**src/rtl/xcvr_pkg.sv**
```systemverilog
package xcvr_pkg;
  parameter int XW = 8;
  typedef enum logic {SRC_LIVE = 1'b0, SRC_STORED = 1'b1} src_e;
endpackage

```
**src/rtl/xcvr_store.sv**
```systemverilog
module xcvr_store #(
  parameter int W = 8
) (
  input  logic         clk,
  input  logic         rst_n,
  input  logic         ld,
  input  logic [W-1:0] d,
  output logic [W-1:0] q
);
  logic [W-1:0] q_nxt;

  always_comb begin
    q_nxt = q;
    if (ld) q_nxt = d;
  end

  always_ff @(posedge clk or negedge rst_n) begin
    if (!rst_n) q <= '0;
    else        q <= q_nxt;
  end
endmodule

```
**src/rtl/xcvr_enable.sv**
```systemverilog
module xcvr_enable (
  input  logic clk,
  input  logic rst_n,
  input  logic oe_ab,
  input  logic oe_ba_n,
  output logic drv_a,
  output logic drv_b
);
  logic ready, ready_nxt;

  always_comb ready_nxt = 1'b1;

  always_ff @(posedge clk or negedge rst_n) begin
    if (!rst_n) ready <= 1'b0;
    else        ready <= ready_nxt;
  end

  always_comb begin
    drv_b = rst_n & ready & oe_ab;
    drv_a = rst_n & ready & ~oe_ba_n;
  end
endmodule

```
**src/rtl/xcvr_resolve.sv**
```systemverilog
module xcvr_resolve
  import xcvr_pkg::*;
#(
  parameter int W = 8
) (
  input  logic [W-1:0] a_in,
  input  logic         a_ext,
  input  logic [W-1:0] b_in,
  input  logic         b_ext,
  input  logic         drv_a,
  input  logic         drv_b,
  input  logic         sel_ab,
  input  logic         sel_ba,
  input  logic [W-1:0] reg_a,
  input  logic [W-1:0] reg_b,
  input  logic [W-1:0] keep_a,
  input  logic [W-1:0] keep_b,
  output logic [W-1:0] a_res,
  output logic [W-1:0] b_res,
  output logic [W-1:0] a_val,
  output logic [W-1:0] b_val
);
  src_e src_ab, src_ba;
  logic [W-1:0] a_nolive, b_nolive;

  always_comb begin
    src_ab = src_e'(sel_ab);
    src_ba = src_e'(sel_ba);
    // Bus A as seen without any live drive coming from bus B
    if (a_ext)                             a_nolive = a_in;
    else if (drv_a && src_ba == SRC_STORED) a_nolive = reg_b;
    else                                   a_nolive = keep_a;
    // Bus B as seen without any live drive coming from bus A;
    // a mutual live loop falls back to the A keeper
    if (b_ext)      b_nolive = b_in;
    else if (drv_b) b_nolive = (src_ab == SRC_STORED) ? reg_a : keep_a;
    else            b_nolive = keep_b;

    if (a_ext)      a_res = a_in;
    else if (drv_a) a_res = (src_ba == SRC_STORED) ? reg_b : b_nolive;
    else            a_res = keep_a;

    if (b_ext)      b_res = b_in;
    else if (drv_b) b_res = (src_ab == SRC_STORED) ? reg_a : a_nolive;
    else            b_res = keep_b;

    a_val = (src_ba == SRC_STORED) ? reg_b : b_res;
    b_val = (src_ab == SRC_STORED) ? reg_a : a_res;
  end
endmodule

```
**src/rtl/regxcvr.sv**
```systemverilog
module regxcvr
  import xcvr_pkg::*;
#(
  parameter int W = XW
) (
  input  logic         clk,
  input  logic         rst_n,
  input  logic         oe_ab,
  input  logic         oe_ba_n,
  input  logic         sel_ab,
  input  logic         sel_ba,
  input  logic         ld_a,
  input  logic         ld_b,
  input  logic [W-1:0] a_in,
  input  logic         a_ext,
  output logic [W-1:0] a_out,
  output logic         a_oe,
  output logic [W-1:0] a_pin,
  output logic         a_clash,
  input  logic [W-1:0] b_in,
  input  logic         b_ext,
  output logic [W-1:0] b_out,
  output logic         b_oe,
  output logic [W-1:0] b_pin,
  output logic         b_clash
);
  logic         drv_a, drv_b;
  logic [W-1:0] reg_a, reg_b, keep_a, keep_b;
  logic [W-1:0] a_res, b_res, a_val, b_val;

  xcvr_enable u_en (
    .clk(clk), .rst_n(rst_n), .oe_ab(oe_ab), .oe_ba_n(oe_ba_n),
    .drv_a(drv_a), .drv_b(drv_b)
  );

  xcvr_store #(.W(W)) u_rega (.clk(clk), .rst_n(rst_n), .ld(ld_a), .d(a_res), .q(reg_a));
  xcvr_store #(.W(W)) u_regb (.clk(clk), .rst_n(rst_n), .ld(ld_b), .d(b_res), .q(reg_b));
  xcvr_store #(.W(W)) u_keepa (.clk(clk), .rst_n(rst_n), .ld(1'b1), .d(a_res), .q(keep_a));
  xcvr_store #(.W(W)) u_keepb (.clk(clk), .rst_n(rst_n), .ld(1'b1), .d(b_res), .q(keep_b));

  xcvr_resolve #(.W(W)) u_res (
    .a_in(a_in), .a_ext(a_ext), .b_in(b_in), .b_ext(b_ext),
    .drv_a(drv_a), .drv_b(drv_b), .sel_ab(sel_ab), .sel_ba(sel_ba),
    .reg_a(reg_a), .reg_b(reg_b), .keep_a(keep_a), .keep_b(keep_b),
    .a_res(a_res), .b_res(b_res), .a_val(a_val), .b_val(b_val)
  );

  always_comb begin
    a_oe    = drv_a;
    b_oe    = drv_b;
    a_out   = a_val;
    b_out   = b_val;
    a_pin   = a_res;
    b_pin   = b_res;
    a_clash = drv_a & a_ext;
    b_clash = drv_b & b_ext;
  end

  assert_cap_a_R2: assert property (@(posedge clk) disable iff (!rst_n)
    ld_a |=> reg_a == $past(a_pin));
  assert_cap_b_R3: assert property (@(posedge clk) disable iff (!rst_n)
    ld_b |=> reg_b == $past(b_pin));
  assert_live_R5: assert property (@(posedge clk) disable iff (!rst_n)
    (b_oe && !sel_ab && !b_ext && a_ext) |-> b_pin == a_in);
  assert_stored_R6: assert property (@(posedge clk) disable iff (!rst_n)
    (b_oe && sel_ab && !b_ext) |-> b_pin == reg_a);
  assert_stored_R8: assert property (@(posedge clk) disable iff (!rst_n)
    (a_oe && sel_ba && !a_ext) |-> a_pin == reg_b);
  assert_keep_R11: assert property (@(posedge clk) disable iff (!rst_n)
    ($past(rst_n) && !a_ext && !a_oe) |-> a_pin == $past(a_pin));
  assert_clash_R12: assert property (@(posedge clk) disable iff (!rst_n)
    (a_ext && a_oe) |-> (a_clash && a_pin == a_in));
endmodule

```
**config.mk**
```make
export PLATFORM = sky130hd
export DESIGN_NAME = regxcvr
export DESIGN_NICKNAME = d
export VERILOG_FILES = /design/src/rtl/xcvr_pkg.sv /design/src/rtl/xcvr_store.sv /design/src/rtl/xcvr_enable.sv /design/src/rtl/xcvr_resolve.sv /design/src/rtl/regxcvr.sv
export SDC_FILE = /design/constraint.sdc
export NUM_CORES = 1
export LEC_CHECK = 0
export ABC_AREA = 1
export CORE_MARGIN = 5
export CORE_UTILIZATION = 47
export CTS_CLUSTER_DIAMETER = 100
export DETAILED_ROUTE_END_ITERATION = 16
export PLACE_DENSITY_LB_ADDON = 0.1
export SLEW_MARGIN = 20
export SYNTH_ARGS = -nofsm -noshare
export SYNTH_HDL_FRONTEND = slang
export SYNTH_SLANG_ARGS = --single-unit
```
**constraint.sdc**
```tcl
create_clock -name clk -period 2.5 [get_ports clk]
set_clock_uncertainty 0.2 [all_clocks]
set_input_delay 0.5 -clock clk [delete_from_list [all_inputs] [get_ports clk]]
set_output_delay 0.5 -clock clk [all_outputs]
set_load 0.01 [all_outputs]
```
### After elaboration in Yosys (flattened, before gate mapping)

Index checks and enable logic that the tools add are counted.

* flip-flop bits (word level): 33
* bits in latches: 0
* bits in writable memories: 0
* memory bits (read-only): 0
* bits of input ports: 26
* output and inout port bits: 36
* word-level logic and storage cells: 25
* memories: 0

* add/subtract/negate cells: 0
* multipliers: 0
* div/mod/pow operators: 0
* order comparisons: 0
* equal/unequal tests: 0
* shift operators: 0
* multiplexer cells: 13
* bitwise logic cells: 6
* reduce and logical (&&, ||, !) cells: 1

Operators by type and width (count)
* $mux 8: 13
* $and 1x1->1: 5
* $logic_and 1x1->1: 1
* $not 1->1: 1

### Logic depth before layout (Yosys ltp)

Gate-level depths: netlist (run 1).

* word-level depth: 9
* depth in mapped cells: 13
* mapped depth without buffers: 13

### Cells and area by module

From an unflattened synthesis (run 1), not the netlist that was laid out.

* cell total of the unflattened synthesis: 424
* area total of the unflattened synthesis: 2541.2 µm²

By module, submodules not included
* xcvr_resolve: instances 1, cells each 277, area each 1257.5 µm²
* xcvr_store: instances 4, cells each 34, area each 305.3 µm²
* xcvr_enable: instances 1, cells each 6, area each 43.8 µm²
* regxcvr: instances 1, cells each 5, area each 18.8 µm²

### Worst setup path before layout (run 1)

No wires, ideal clock.

* kind: input port to output port
* from: input sel_ab
* to: output b_out[0]
* arrival: 1643 ps
* data required time: 1800 ps
* path slack: 157 ps
* stages: 9
* cell sequence: buf_2 -> buf_4 -> o21ai_0 -> nand2_1 -> a21oi_1 -> nor3b_1 -> o21ai_1 -> nand2_1 -> nand2_1

* cells in the longest elaborated chain, start to end: 7

RTL lines
* from (decl): RTL line regxcvr.sv:10 `input logic sel_ab,`
* $mux 8 (2 in a row): RTL line xcvr_resolve.sv:36 `else if (drv_b) b_nolive = (src_ab == SRC_STORED) ? reg_a : keep_a;`
* $mux 8: RTL line xcvr_resolve.sv:35 `if (b_ext) b_nolive = b_in;`
* $mux 8 (2 in a row): RTL line xcvr_resolve.sv:40 `else if (drv_a) a_res = (src_ba == SRC_STORED) ? reg_b : b_nolive;`
* $mux 8: RTL line xcvr_resolve.sv:39 `if (a_ext) a_res = a_in;`
* named net a_pin[0]: RTL line regxcvr.sv:18 `output logic [W-1:0] a_pin,`
* $mux 8: RTL line xcvr_resolve.sv:48 `b_val = (src_ab == SRC_STORED) ? reg_a : a_res;`
* to (decl): RTL line regxcvr.sv:22 `output logic [W-1:0] b_out,`

The timed path passes the listed nets, and every way through them passes these cells.

### Final worst setup path (run 1)

* from: register u_en.ready
* to: output a_out[7]

* cells in the longest elaborated chain, start to end: 9
* elaborated cells on any way between the ends: 10

RTL lines
* from (decl): RTL line xcvr_enable.sv:9 `logic ready, ready_nxt;`
* from (signal assigned): RTL line xcvr_enable.sv:15 `else ready <= ready_nxt;`
* $and 1x1->1 (*): RTL line xcvr_enable.sv:19, xcvr_enable.sv:20
* $and 1x1->1: RTL line xcvr_enable.sv:20 `drv_a = rst_n & ready & ~oe_ba_n;`
* $logic_and 1x1->1: RTL line xcvr_resolve.sv:31 `else if (drv_a && src_ba == SRC_STORED) a_nolive = reg_b;`
* $mux 8: RTL line xcvr_resolve.sv:31
* $mux 8: RTL line xcvr_resolve.sv:30 `if (a_ext) a_nolive = a_in;`
* $mux 8: RTL line xcvr_resolve.sv:44 `else if (drv_b) b_res = (src_ab == SRC_STORED) ? reg_a : a_nolive;`
* $mux 8 (*): RTL line xcvr_resolve.sv:44
* $mux 8 (*): RTL line xcvr_resolve.sv:43 `if (b_ext) b_res = b_in;`
* $mux 8 (*): RTL line xcvr_resolve.sv:47 `a_val = (src_ba == SRC_STORED) ? reg_b : b_res;`
* to (decl): RTL line regxcvr.sv:16 `output logic [W-1:0] a_out,`

Mark *: on every way between the ends. The rest lies on a longest branch, timed or not.

==> results of run 1 <==
## per-layer routing
layer,vias to the layer above,global-route usage [%]
met5,-,0
met3,68,4.33
li1,1291,-
met4,0,11.0
met1,1422,33.4
met2,238,46.3
## through the flow
stage	cell area, um^2	hold slack [ps]	setup TNS [ps]	utilization, %
2_1_floorplan	2100	4.41	0	-
3_3_place_gp	3160	263	-26690	72.5
3_5_place_dp	3160	265	-29480	72.5
4_1_cts	3440	60.8	-1720	79.1
5_1_grt	3730	70.8	-7750	85.7
6_report	3730	40.3	-5470	85.7
## sequential cells by signal (all words and copies together) (netlist names)
signal,count
u_keepb.q,8
u_regb.q,8
u_en.ready,1
u_rega.q,8
u_keepa.q,8
## power breakdown
group	internal [mW]	total (mW)	switching, mW	leakage, nW
Sequential	0.591	0.634	0.0424	0.406
Combinational	0.301	0.663	0.362	1.54
Clock	0.249	0.471	0.221	0.0542
Total	1.14	1.77	0.626	2.01
## kinds of logic (layout without fill, tap and decap cells)
family | Yosys count | in the layout | synth area share (%)
simple gates | 223 | 223 | 43.5
flops | 33 | 33 | 39.4
buf+inv | 37 | 175 | 8.17
other cells | 1 | 1 | 0.179
compound gates | 32 | 32 | 8.77
## worst max-delay path, cell delays in order, from the launching register on
cell and delay [ps]:
sky130_fd_sc_hd__dfrtp_1 410, sky130_fd_sc_hd__nand2_2 110, sky130_fd_sc_hd__nor2_4 170, sky130_fd_sc_hd__clkbuf_16 180
sky130_fd_sc_hd__buf_6 100, sky130_fd_sc_hd__nand3_4 80, sky130_fd_sc_hd__nand3_2 100, sky130_fd_sc_hd__nand2_1 60
sky130_fd_sc_hd__nand2_1 60, sky130_fd_sc_hd__nand2_1 50, sky130_fd_sc_hd__nand2_1 60, sky130_fd_sc_hd__nand2_1 50
sky130_fd_sc_hd__nand2_1 80, sky130_fd_sc_hd__nand2_2 80, sky130_fd_sc_hd__nand2_1 70, sky130_fd_sc_hd__nand2_1 50
sky130_fd_sc_hd__buf_2 130
## Yosys cell counts (2+ instances only)
cell type	instances
sky130_fd_sc_hd__o21ai_1	7
sky130_fd_sc_hd__dfrtp_1	33
sky130_fd_sc_hd__clkinv_1	3
sky130_fd_sc_hd__inv_1	20
sky130_fd_sc_hd__nand3_1	16
sky130_fd_sc_hd__o211ai_1	8
sky130_fd_sc_hd__buf_6	2
sky130_fd_sc_hd__buf_2	4
sky130_fd_sc_hd__buf_1	2
sky130_fd_sc_hd__buf_4	3
sky130_fd_sc_hd__o21ai_0	8
sky130_fd_sc_hd__clkbuf_1	2
sky130_fd_sc_hd__nor3b_1	8
sky130_fd_sc_hd__a21oi_1	8
sky130_fd_sc_hd__nand2_1	193
## area by class of cell
type                    instances  share of cell area [%]
clock buffers                   7                    2.58
clock inverters                 1                   0.134
inverters                      24                    2.72
multi-input cells             256                    37.3
flip-flops and latches         33                    22.1
well taps                      52                    1.74
repair buffers                143                    33.4
## worst min path at each step
| stage | start | endpoint | slack [ps] | depth (start not counted) |
|---|---|---|---|---|
| 6_report | rst_n | u_keepb.q[1] | 40 | 2 |
| 4_1_cts | rst_n | u_rega.q[7] | 60 | 2 |
| 5_1_grt | rst_n | u_keepb.q[1] | 70 | 2 |
| 3_3_place_gp | u_rega.q[0] | u_rega.q[0] | 260 | 2 |
| 3_5_place_dp | u_rega.q[3] | u_rega.q[3] | 270 | 2 |
| 2_1_floorplan | rst_n | u_en.ready | 4 | 0 |
## repair_timing
action,4_1_cts,5_1_grt
resized for setup,170,80
gates cloned,3,1
hold endpoints to repair,1,0
endpoints found under the setup margin,36,34
hold buffers,1,0
setup buffers,10,12
pin swaps,20,34
==> results list, run 1 <==
- Power consumption: 1.77 mW
- Post-place setup slack: -954 ps
- Starting Density: 48.2%
- Register bit total from synthesis: 33
- After the first detailed-routing iteration, the DRC count stood at approximately 360.
- Maximum number of pins on one net before global-route repair: 25
- In this run the worst path has a maximum fanout of 4.
- Most common cell after layout, fill and taps aside: sky130_fd_sc_hd__nand2_1
- In this run the vertical extent of the chip is 76.8 um.
* Combined global-route utilization of all metal layers: 27.0%
- Cell taking the most area after synthesis: sky130_fd_sc_hd__dfrtp_1
* Sequential fraction of the synthesis area: 39.4%
* Setup repair after global routing missed its margin: yes
* Synth-to-layout area growth: 78.0%
- Number of standard-cell rows in the floorplan: 24
* Number of port buffers: 61
- Routed wire length on met3: 936 um
- The number of antenna diodes in the final layout is 0.
- For this run, design rule violations remaining after detail routing come to 0.
* Cell area after synthesis: 2100 um^2
- Pin placement for this block handled 62 I/O pins.
- Count of distinct cell types in the synthesized netlist: 24
- The clock reaches the later pin of the worst-skew pair after 300 ps.
- Depth of the worst register-to-register path: 17
* Clock tree from TritonCTS: yes
* # H-tree levels: 2
- Sequential cell area: 826 um^2
* Fin crit period: 2840 ps
- Number of buffers added by the clock tree synthesis step: 5
- Clock tree sinks: 33
- Timing-limited maximum frequency: 0.352 GHz
- Root buf cell: sky130_fd_sc_hd__clkbuf_8
* Aggregate global routing overflow: 0
- From left edge to right edge, the die measures around 77 um.
* Die area: a little under 6000 um^2
- Multi-input logic area: between 1000 and 1500 um^2
- In the synthesized netlist the dominant register cell turns out to be sky130_fd_sc_hd__dfrtp_1.
- The detailed router put a total of 3560 um of wire on met1.
- The synthesized design devotes to its leading area cell type about two fifths of total area.
- The number of nets handed over by synthesis was 352.
* Total Wirelength: 9960 um
- The path class of the tightest hold or removal check is primary input to async pin.
* Worst setup path startpoint: u_en.ready
* Number of flops mapped to enable cells by yosys: 0
* IR Drop Worst-Case VDD: 0.368 mV
- Critical setup path kind: flop to output pin
* Failing checks: negative setup slack
* Share of layout cells above drive strength 1: a little over two fifths
- Across all setup checks in the final design, the least slack found is -342 ps.
* Worst setup EP type: output pin
- Antenna violations before repair: 0
- The final count of hold timing violations was 0.
- Inst Count DP: 481
* Syn Inst Count: about 330
* Critical Path AT: 2140 ps
* Clk buf depth: 2
* Gpl congestion: around 0.9
* Avg Vias per Cell: 5.85
- Ranked by total cell area, the synthesized netlist is headed by sky130_fd_sc_hd__dfrtp_1, sky130_fd_sc_hd__nand2_1, sky130_fd_sc_hd__nand3_1.
- Via count of the first global-routing pass: 2685
- After detailed routing, the met2 layer carries between 4000 and 5000 um of wire.
- Averaged over all synthesized cells, the footprint is around 6.4 um^2.
* Topmost layer with routed signal wires: met4
* Number of slew-limit violations in the final report: 0
- Summed over all cells, the static leakage comes to about 2.0 nW.
* Most frequent cells in the layout: sky130_fd_sc_hd__nand2_1, sky130_fd_sc_hd__buf_4, sky130_fd_sc_hd__dfrtp_1
- Floorplan Core Area: 4350 um^2
- The startpoint identified for the worst register-to-register timing path is u_en.ready.
- TritonRoute pass-1 iters: 5
- Worst setup path end: a_out[7]
- After legalization and detailed placement, the total HPWL measured 5270 um.
* Routed wire length per instance: approximately 19 um
* Post-synth ARST share: 100%
* Finish-stage setup viols: 31
- Clock slew at reported path FFs: 80 ps
- The first global-routing pass estimated 12900 um of wire.
- Across all layers, the routed design uses just over 3000 vias.
- Pwr/cell area: 474 nW/um^2
* Sort of element at the start of the critical path: flop
- After layout, the worst path uses 114% of the clock period.
- The endpoint identified for the worst register-to-register timing path is u_regb.q[2].
- In this run the register-to-register setup slack is 310 ps.
- The detail route stage leaves a number of antenna-violating nets equal to 0.
- Worst endpoint required time: roughly 1800 ps
- After filler insertion, the fill cell instance count of the layout stands at 246.
- For this run, the post-layout net count is 489.
- The tool flagged a number of max-cap violations equal to 0.
- The Yosys step of the flow raised 0 warnings.
* Result of the run: finished, violations left
- Fin cells: 516
Note: power is estimated with default switching activity, not from simulation.
==> run 2: changes to the inputs <==
GPL_ROUTABILITY_DRIVEN = 0   (was not set)
==> results of run 2 <==
Final layout, timing and power as in run 1 (identical DEF).
==> run 3: changes to the inputs <==
CORE_MARGIN = 2   (was 5)
==> results list, run 3 (synthesized netlist as in run 1, its figures left out) <==
* TritonRoute pass-1 iters: 5 (unchanged)
* Number of buffers added by the clock tree synthesis step: 5 (unchanged)
- Leaving out fill and tap cells, the most frequent cell in the layout is sky130_fd_sc_hd__nand2_1.
- The buffer levels on the longest clock path is 2 (unchanged).
* # H-tree levels: 2 (unchanged)
- The path class of the tightest hold or removal check is primary input to async pin.
- Tcrit/Tclk final: 116% (+2.2 points)
- Aggregate global routing overflow: 0 (unchanged)
- Post-place setup slack: -921 ps (+33.4 ps)
- The count of unresolved DRC violations after routing is 0 (unchanged).
* Via count of the first global-routing pass: 3084 (+15%)
- Die area: 5010 um^2 (-15%)
- Finish-stage setup viols: 30 (-3.2%)
* Pwr/cell area: 459 nW/um^2 (-3.0%)
* Post-route design area: 3800 um^2 (+1.8%)
- The critical path goes through nand2_4 -> nor2_4 -> nand3_2 -> nand3_1 -> nand2_1 -> nand2_1 -> nand2_1 -> nand2_1 -> nand2_1 -> nand2_1 -> nand2_2 -> nand2_1 -> nand2_1 -> buf_2.
- The share of total power in the clock network was 24.2% (-2.4 points).
- Failing checks: negative setup slack
- The largest net degree at the start of global routing is 24 (-4.0%).
- Number of standard-cell rows in the floorplan: 24 (unchanged)
- Among the stages of the critical path, the cell type that occurs most often is sky130_fd_sc_hd__nand2_1.
* Number of diodes: 0 (unchanged)
- Internal power summed over all cells: 1.12 mW (-1.7%)
* Combined global-route utilization of all metal layers: 37.5% (+11 points)
- CP max stage delay: 420 ps (about the same)
* Timing-limited maximum frequency: 0.345 GHz (-1.9%)
* Result of the run: finished, violations left
- STA classifies the critical path endpoint as an output pin.
- Sum of negative setup slack: -4550 ps (+921 ps)
* Clock slew at reported path FFs: 60 ps (-20 ps)
* Worst-path maximum fanout: 5 (+1)
- The worst IR drop on VDD is 0.427 mV (+16%).
- The number of nets in the finished design came to 504 (+3.1%).
- Number of port buffers: 61 (unchanged)
- The number of sinks on the clock net was 33 (unchanged).
- The worst setup path is launched from a flop.
* Width of the die: 70.8 um (-7.8%)
- Avg Vias per Cell: 5.92 (+1.3%)
* Count of boundary I/O pins: 62 (unchanged)
* Routed wire length per instance: 19.8 um (+2.6%)
- Clock tree from TritonCTS: yes
- Leak pwr: 2.09 nW (+4.0%)
- Hold Violations, Final: 0 (unchanged)
- The final worst slack is -396 ps (-53.9 ps).
- Critical Path AT: 2200 ps (+60 ps)
- Number of slew-limit violations in the final report: 0 (unchanged)
- Detail Route Antenna Nets: 0 (unchanged)
- The final critical path time including I/O delays and setup was 2900 ps (+53.9 ps).
* Hold buffers post-CTS: 0 (-1)
- CTS placed an instance of sky130_fd_sc_hd__clkbuf_8 at the clock tree root.
- Drt first-iter violations: 418 (+17%)
- Switching power summed over all nets: 0.623 mW (-0.44%)
- The share of post-route cells with drive strength above 1 is 43.9% (+1.5 points).
* Setup repair after global routing missed its margin: yes
- Starting Density: 48.5% (+0.33 points)
* Worst endpoint required time: 1800 ps (about the same)
- Max-cap violations: 0 (unchanged)
* First-pass GRT wire length: 14600 um (+13%)
- Total Wirelength: 10500 um (+5.4%)
* Inst Count DP: 473 (-1.7%)
- Clock insertion delay at the later pin of the skew report: 300 ps (about the same)
- The post-DP HPWL came to 5030 um (-4.6%).
- The combinational cell fraction of total power is 39.5% (+2.0 points).
- Total via count after detailed routing: 3140 (+4.0%)
- Fin cells: 530 (+2.7%)
- Total buffers and inverters traversed by the critical path: 1 (-2)
* Core Util, Final: 87.9% (+2.2 points)
- Floorplan Core Area: 4320 um^2 (-0.69%)
- Power consumption: 1.75 mW (-1.2%)
- Most frequent cells in the layout: sky130_fd_sc_hd__nand2_1, sky130_fd_sc_hd__buf_4, sky130_fd_sc_hd__dfrtp_1
- The post-route worst hold slack came to 67.0 ps (+26.7 ps).
* Die Span Y: 70.8 um (-7.8%)
* Antenna violations before repair: 0 (unchanged)
- Register share of total power: 36.3% (+0.4 points)
- Kind of cell with the highest combined delay on the critical path: simple AND/OR/NAND/NOR gates
- The area of placed instances was 3070 um^2 (-2.7%).
- Relative to the synthesized area, the layout overhead comes to 81.3%.
* Slowest library cell on the worst path: sky130_fd_sc_hd__dfrtp_1
- Critical setup path kind: flop to output pin
* Switching power as a share of total power: 35.7% (+0.29 points)
-- run 3: layout make-up --
cell class | count | area, um^2
Fill cell | 220 | 523
Multi-Input combinational cell | 257 | 1410
Sequential cell | 33 | 826
Inverter | 24 | 104
Timing Repair Buffer | 156 | 1300
Clock buffer | 7 | 86.3
Tap cell | 52 | 65.1
Timing Repair inverter | 1 | 7.51
-- run 3: repair_timing --
| item | in CTS | in global routing |
|---|---|---|
| endpoints found under the setup margin | 36 | 34 |
| buffers inserted | 29 | 16 |
| resized for setup | 232 | 29 |
| gates cloned | 5 | 0 |
| pin swaps | 46 | 34 |
-- run 3: power by group through the flow --
stage	sequential (mW)	clock [mW]	combinational, mW
floorplan	0.624	0	0.248
detailed placement	0.633	0	0.527
CTS	0.625	0.416	0.581
global route	0.637	0.448	0.729
global placement	0.631	0	0.519
finish	0.634	0.423	0.689
-- run 3: worst register-to-register path, delay by kind of cell, from the launching register on --
family	cells	cell delay, ps
flops	1	420
buf+inv	5	710
compound gates	2	250
simple gates	5	580
-- run 3: path summary, 6_finish.rpt --
check	start	end	slack (ps)	depth (start not counted)
max	u_en.ready	a_out[2]	-400	14
min	rst_n	u_rega.q[7]	70	2
max reg2reg	u_en.ready	u_rega.q[0]	220	12
min reg2reg	u_rega.q[3]	u_rega.q[3]	280	2
max in group asynchronous	rst_n	u_regb.q[3]	1790	2
min in group clk	u_rega.q[3]	u_rega.q[3]	280	2
-- run 3: metal layers --
layer	vias up	wire (um)	GRT usage, %
met5	-	0	0
met4	0	949	28.1
met3	117	1030	7.98
met2	275	4930	62.0
met1	1424	3590	42.4
li1	1324	-	-
